`config.mk`:
```
export PLATFORM = sky130hd
export DESIGN_NAME = csa42_row
export DESIGN_NICKNAME = d
export VERILOG_FILES = /design/src/rtl/csa42_pkg.sv /design/src/rtl/fa32_cell.sv /design/src/rtl/cmp42_cell.sv /design/src/rtl/csa42_row.sv
export SDC_FILE = /design/constraint.sdc
export NUM_CORES = 1
export LEC_CHECK = 0
export ABC_AREA = 0
export ABC_CLOCK_PERIOD_IN_PS = 3200
export BUFFER_PORTS_ARGS = -buffer_cell sky130_fd_sc_hd__buf_2
export CAP_MARGIN = 25
export CELL_PAD_IN_SITES_DETAIL_PLACEMENT = 0
export CELL_PAD_IN_SITES_GLOBAL_PLACEMENT = 1
export CORE_UTILIZATION = 27
export DETAILED_ROUTE_END_ITERATION = 10
export PLACE_DENSITY = 0.93
export SLEW_MARGIN = 30
export SYNTH_ARGS = -nofsm -noshare
export SYNTH_HDL_FRONTEND = slang
export SYNTH_SLANG_ARGS = --single-unit
export TNS_END_PERCENT = 30
```
`constraint.sdc`:
```
create_clock -name vclk -period 3.2
set_input_delay 0.64 -clock vclk [all_inputs]
set_output_delay 0.64 -clock vclk [all_outputs]
set_load 0.01 [all_outputs]
```
`src/rtl/csa42_pkg.sv`:
```
package csa42_pkg;

   localparam int STYLE_FA_PAIR = 0;
   localparam int STYLE_XOR_MUX = 1;

   function automatic logic maj3(input logic x, input logic y, input logic z);
      return (x & y) | (x & z) | (y & z);
   endfunction

endpackage

```
`src/rtl/fa32_cell.sv`:
```
module fa32_cell (
   input  logic x_i,
   input  logic y_i,
   input  logic z_i,
   output logic s_o,
   output logic c_o
);
   import csa42_pkg::*;

   always_comb begin
      s_o = x_i ^ y_i ^ z_i;
      c_o = maj3(x_i, y_i, z_i);
   end
endmodule

```
`src/rtl/cmp42_cell.sv`:
```
module cmp42_cell #(
   parameter int CELL_STYLE = 0
) (
   input  logic a_i,
   input  logic b_i,
   input  logic c_i,
   input  logic d_i,
   input  logic lin_i,
   output logic s_o,
   output logic cy_o,
   output logic lout_o
);
   import csa42_pkg::*;

   generate
      if (CELL_STYLE == STYLE_FA_PAIR) begin : g_fa_pair
         logic mid_s;
         fa32_cell u_upper (
            .x_i (a_i),
            .y_i (b_i),
            .z_i (c_i),
            .s_o (mid_s),
            .c_o (lout_o)
         );
         fa32_cell u_lower (
            .x_i (mid_s),
            .y_i (d_i),
            .z_i (lin_i),
            .s_o (s_o),
            .c_o (cy_o)
         );
      end else begin : g_xor_mux
         logic par4;
         always_comb begin
            lout_o = maj3(a_i, b_i, c_i);
            par4   = a_i ^ b_i ^ c_i ^ d_i;
            s_o    = par4 ^ lin_i;
            cy_o   = par4 ? lin_i : d_i;
         end
      end
   endgenerate
endmodule

```
`src/rtl/csa42_row.sv`:
```
module csa42_row #(
   parameter int WIDTH      = 16,
   parameter int CELL_STYLE = 0
) (
   input  logic [WIDTH-1:0] in_a,
   input  logic [WIDTH-1:0] in_b,
   input  logic [WIDTH-1:0] in_c,
   input  logic [WIDTH-1:0] in_d,
   input  logic             lat_cin,
   output logic [WIDTH-1:0] sum_o,
   output logic [WIDTH-1:0] carry_o,
   output logic             lat_cout
);
   import csa42_pkg::*;

   localparam int NLINK = WIDTH + 1;

   // reject unusable configurations at elaboration
   generate
      if (WIDTH < 1) begin : g_bad_width
         $error("csa42_row: WIDTH must be at least 1");
      end
      if (CELL_STYLE != STYLE_FA_PAIR && CELL_STYLE != STYLE_XOR_MUX) begin : g_bad_style
         $error("csa42_row: CELL_STYLE must be 0 or 1");
      end
   endgenerate

   logic [NLINK-1:0] lat_link;

   assign lat_link[0] = lat_cin;

   generate
      for (genvar i = 0; i < WIDTH; i++) begin : g_bit
         cmp42_cell #(.CELL_STYLE(CELL_STYLE)) u_cell (
            .a_i    (in_a[i]),
            .b_i    (in_b[i]),
            .c_i    (in_c[i]),
            .d_i    (in_d[i]),
            .lin_i  (lat_link[i]),
            .s_o    (sum_o[i]),
            .cy_o   (carry_o[i]),
            .lout_o (lat_link[i+1])
         );
      end
   endgenerate

   assign lat_cout = lat_link[WIDTH];
endmodule

```
**After elaboration in Yosys (flattened, before gate mapping)**

Index checks and enable logic that the tools add are counted.

- Output and inout port bits: 33
- Memory bits (writable): 0
- ROM bits: 0
- Register bits after elaboration: 0
- Latch bits: 0
- Memories: 0

- $mul: 0
- Equality and inequality tests: 0
- Shifts and indexed selects: 0
- Divide/modulo/power cells: 0
- $lt $le $gt $ge: 0
- Muxes and demuxes: 0
- Add/sub/neg operators: 0
- Bitwise operators: 224
- Reductions and logical operators: 0

Operators by type and width:

| kind | number |
|---|---|
| bitwise AND 1 bit | 96 |
| OR 1 bit | 64 |
| bitwise XOR 1 bit | 64 |

**Depth between registers and ports, before layout**

Gate-level depths: netlist of the first run.

- Word-level depth: 6
- Mapped depth: 5
- Gate-level depth less buffers: 4

**Cells and area by module**

A second synthesis of the first run with hierarchy kept.

- Cells, all modules: 32
- Area, all modules: 640.6 µm²

By module, submodules not included:

| module | cells each | instances | sequential area each (µm²) | area each (µm²) |
|---|---|---|---|---|
| fa32_cell | 1 | 32 | 0.0 | 20.0 |

**Worst setup path before layout of the first run**

No wires, ideal clock.

- Kind: input to output
- From: input port in_a[15]
- To: output port sum_o[15]
- Data arrival time: 1,842 ps
- Buffers on the path: 1
- Cell stages on the path: 5
- Required time: 2,560 ps
- Path slack: 718 ps
- Cells stage by stage: inv_1 -> fa_1 -> inv_1 -> fa_1 -> buf_4

- Longest elaborated chain between the ends: 4

RTL lines:

| what | line | source |
|---|---|---|
| start, declared | csa42_row.sv:5 | `input logic [WIDTH-1:0] in_a,` |
| bitwise XOR 1 bit (4 in a row) | fa32_cell.sv:11 | `s_o = x_i ^ y_i ^ z_i;` |
| end, declared | csa42_row.sv:10 | `output logic [WIDTH-1:0] sum_o,` |

No other way between the ends.

**Worst setup path after layout of the first run**

Ends and elaborated chain as after synthesis.

==> flow_summary.ini, run 1 <==
[outcome]
status = completed

[place]
dp_worst_setup_slack_ps = 557.9
placed_cells = 184
place_congestion = 0.7568
port_buffers = 98
hpwlAfterDp_um = 1835

[sta]
rsz0062_at_grt = no
final_max_slew_viol_count = 0
fin_ws_ps = 571.4
finalHoldViolations = 0
fin_tns_setup_ps = 0
setup_viol = 0
tightest_slew_ps = 108.1
slew_headroom_pct = 92.79
period_share_pct = 82.14
fmax_ghz = 0.3804
min_period_ps = 2629

[grt]
grt_max_degree = 2
grt_usage_pct = 9.095
grt_overflow = 0
grt_pass1_vias = 723
grt_pass1_wl_um = 2573
antenna_found_initial = 0

[floorplanning]
core_area_sq_um = 3128
ios = 98
die_w_um = 60.32
start_util_pct = 29.36
die-area_sq_um = 3639
die_h_um = 60.32
rows = 20

[synthesis]
syn_inst = 74
syn_avg_cell_area_sq_um = 12.41
seq_area_frac_synth_pct = 0
ys.warnings.count = 0
synth_nets = 171
ys_top_cells_by_area = fa_1, buf_4, inv_1
synth_area_leader_cell = fa_1
synth_top_area_share_pct = 69.75
netlist_area_sq_um = 918.4
synth-simple-area-share_pct = 0
synth_fa_ha_area_share_pct = 69.75
synth_top_family_by_area = adder cells
synth-compound-area-share_pct = 0
muxShareOfSynthArea_pct = 0
synth_commonest_cells = buf_4, fa_1, inv_1
synth_xor_area_share_pct = 0
synth_cell_types = 3

[routing]
drt_iter0_drc = 4
firstDrtPassIters = 2
viasPerCell = 3.864
drt-total-wl_um = 1775
vias = 711
wl_per_cell_um = 9.647
remaining_drc_errors = 0
antenna_left = 0

[power_and_ir_drop]
powerDensity_nw_per_um2 = 225.4
pwr-share-seq_pct = 0
clockPowerShare_pct = 0
power_frac_comb_pct = 100.0
vdd_ir_drop_max_mv = 0.09592
swShare_pct = 52.04
power.switching_w = 0.0001436
intPower_w = 0.0001323
leakagePower_nw = 0.6724

[setup_path]
endpoint_kind = output pin
critPathKind = in -> out
crit_chain = buf_2 > inv_1 > fa_1 > inv_1 > fa_1 > buf_2
crit_fanout = 1
worstSetupStartpoint = in_a[15]
cpPeakStageDelay_ps = 550
cp.required_ps = 2560
cp_slowest_cell = fa_1
crit_arrival_ps = 1990
cp-start-kind = primary input

[clock_network]
ctsHoldBuffers = 0
cts_resized = 0
post_cts_buffers = 0

[worst_hold_path]
min_from = in_d[8]
hold_class = in -> out
min_to = sum_o[8]
holdPathStages = 3

[finish]
final_util_pct = 39.12
final-seq-area_sq_um = 0
num_antenna_cells = 0
area_growth_pct = 33.24
nFillCells = 316
nClkBuffers = 0
drive_gt1_share_pct = 70.00
seq_cell_count = 0
num-nets-final = 239
fin_cells = 184

[job]
maxCapViolations = 0
cells in the final DEF (no fill, tap or decap):
cell	n
buf_2	98
fa_1	32
inv_1	10
power by group through the flow:
stage	registers (W)	clock network, W	logic, W
after global placement	0	0	0.000280
final	0	0	0.000276
after global routing	0	0	0.000318
after floorplan	0	0	0.000251
after detailed placement	0	0	0.000285
after CTS	0	0	0.000287
worst max path at each step:
stage / slack, ps / endpoint / cells past startpoint
after floorplan: 720 / sum_o[15] / 5
after global placement: 580 / sum_o[15] / 6
after detailed placement: 560 / sum_o[15] / 6
after CTS: 550 / sum_o[15] / 6
after global routing: 530 / sum_o[15] / 6
final: 570 / sum_o[15] / 6
logic make-up after synthesis:
group / Yosys count
adder cells (fa/ha/maj): 32
buffers and inverters: 42
routing by layer:
layer  track usage (%)  up-vias  share of wire [%]
met4                 0        0                  0
met5                 0        -                  0
li1                  -      312                  -
met2             21.04       77                 53
met3             1.732        0                 18
met1             7.973      322                 28
cell type report:
type | instances | area [sq um] | area share, %
Timing Repair Buffer | 98 | 490.5 | 40.08
Multi-Input combinational cell | 32 | 640.6 | 52.35
Inverter | 10 | 37.54 | 3.067
Tap cell | 44 | 55.05 | 4.499
worst max-delay path, delay by kind of cell:
family | cells | cell delay, ps
fa+ha+maj | 2 | 1050
buf+inv | 4 | 300
through the flow:
stage                     hold slack, ps  cell area [sq um]  total power [W]
after global placement              1641               1224        0.0002800
final                               1637               1224        0.0002759
after CTS                           1640               1224        0.0002867
after global routing                1660               1224        0.0003184
after detailed placement            1640               1224        0.0002850
after floorplan                     1527              918.4        0.0002510
Power figures use the tool's default switching activity.
==> run 2, diff against run 1 <==
--- a/config.mk
+++ b/config.mk
@@ -6,14 +6,14 @@
 export NUM_CORES = 1
 export LEC_CHECK = 0
 export ABC_AREA = 0
-export ABC_CLOCK_PERIOD_IN_PS = 3200
+export ABC_CLOCK_PERIOD_IN_PS = 2280
 export BUFFER_PORTS_ARGS = -buffer_cell sky130_fd_sc_hd__buf_2
 export CAP_MARGIN = 25
 export CELL_PAD_IN_SITES_DETAIL_PLACEMENT = 0
 export CELL_PAD_IN_SITES_GLOBAL_PLACEMENT = 1
-export CORE_UTILIZATION = 27
+export CORE_UTILIZATION = 23
 export DETAILED_ROUTE_END_ITERATION = 10
-export PLACE_DENSITY = 0.93
+export PLACE_DENSITY = 0.85
 export SLEW_MARGIN = 30
 export SYNTH_ARGS = -nofsm -noshare
 export SYNTH_HDL_FRONTEND = slang
==> constraint.sdc (replaced) <==
create_clock -name vclk -period 2.28
set_input_delay 0.456 -clock vclk [all_inputs]
set_output_delay 0.456 -clock vclk [all_outputs]
set_load 0.01 [all_outputs]
==> run 2 against run 1 <==
Total power is 42% higher. Via count is 2.1% lower. Worst hold slack worse by 370 ps. Wire length is 4.2% higher. Cell area is 0.41% higher. Non-clock buffer count stayed put. Sequential share of layout area stayed put. Critical endpoint unchanged.
==> flow_summary.ini, run 2 (synthesized netlist as in run 1, its figures left out) <==
[floorplanning]
die_h_um = 65.19
rows = 22
start_util_pct = 24.53
ios = 98
die-area_sq_um = 4250
die_w_um = 65.19
core_area_sq_um = 3744

[power_and_ir_drop]
vdd_ir_drop_max_mv = 0.1059
leakagePower_nw = 0.6713
powerDensity_nw_per_um2 = 319.3

[sta]
timing.hold.ws_ps = 1271
final_max_slew_viol_count = 0
setup_viol = 0
min_period_ps = 2223
rsz0062_at_grt = no
fmax_ghz = 0.4498
period_share_pct = 97.52
tightest_slew_ps = 107.4
fin_tns_setup_ps = 0
finalHoldViolations = 0
slew_headroom_pct = 92.83

[place]
port_buffers = 98
place_congestion = 0.7751
placed_cells = 188
hpwlAfterDp_um = 1885

[finish]
num_antenna_cells = 0
final-seq-area_sq_um = 0
mostFrequentLayoutCells = buf_2, fa_1, inv_1
layout_commonest_cell = buf_2
fin_cells = 188
seq_cell_count = 0
num-nets-final = 239
drive_gt1_share_pct = 70.71
area_growth_pct = 33.79
nClkBuffers = 0
nFillCells = 393

[setup_path]
path_delay_family = adder cells
cp_slowest_cell = fa_1
crit_fanout = 1
endpoint_kind = output pin
crit_arrival_ps = 1770
crit_buf_inv = 4
critPathKind = in -> out
crit_chain = buf_2 > inv_2 > fa_1 > inv_1 > fa_1 > buf_2
cp.required_ps = 1820
cpPeakStageDelay_ps = 530
cp-start-kind = primary input

[routing]
viasPerCell = 3.702
firstDrtPassIters = 2
remaining_drc_errors = 0
drt-total-wl_um = 1849
vias = 696
drt_iter0_drc = 1
antenna_left = 0
wl_per_cell_um = 9.835

[outcome]
status = completed

[grt]
grt_max_degree = 2
grt_pass1_vias = 703
grt_overflow = 0
antenna_found_initial = 0
grt_usage_pct = 8.275
grt_pass1_wl_um = 2829

[worst_hold_path]
hold_class = in -> out

[clock_network]
post_cts_buffers = 0

[job]
maxCapViolations = 0
==> run 2: routing by layer <==
layer | vias up | share of wire, % | track usage, %
li1 | 312 | - | -
met1 | 310 | 30 | 8.197
met3 | 0 | 16 | 1.563
met4 | 0 | 0 | 0
met2 | 74 | 55 | 18.04
met5 | - | 0 | 0
==> run 2: area by class of cell <==
class	count	area [sq um]	share of cell area, %
multi-input cells	32	640.6	52.14
inverters	10	37.54	3.055
well taps	48	60.06	4.888
repair buffers	98	490.5	39.92
==> run 2: final timing paths <==
kind,from,end,slack [ps],depth (start not counted)
setup / recovery,in_a[15],sum_o[15],60,6
hold / removal,in_d[3],sum_o[3],1270,3
==> run 2: stage by stage <==
step	util [%]	power [W]	instance area [sq um]	setup WS, ps
2_1_floorplan	-	0.0003522	918.4	165.9
3_3_place_gp	32.82	0.0003936	1229	59.29
3_5_place_dp	32.82	0.0004029	1229	41.33
4_1_cts	32.82	0.0004049	1229	40.43
5_1_grt	32.82	0.0004485	1229	6.869
6_report	32.82	0.0003923	1229	56.62
==> run 2: report_power, final <==
group	total, W	leakage [nW]	switching (W)	internal (W)
combinational	0.000392	0.671	0.000205	0.000187
clock	0	0	0	0
sequential	0	0	0	0
total	0.000392	0.671	0.000205	0.000187
==> run 2: what timing repair did <==
action | 4_1_cts | 5_1_grt
hold buffers | 0 | 0
setup endpoints to repair | 0 | 1
gates resized for setup | 0 | 1
==> run 2: worst min-delay path: stages <==
cell and delay [ps]:
buf_2 90, fa_1 150, buf_2 120
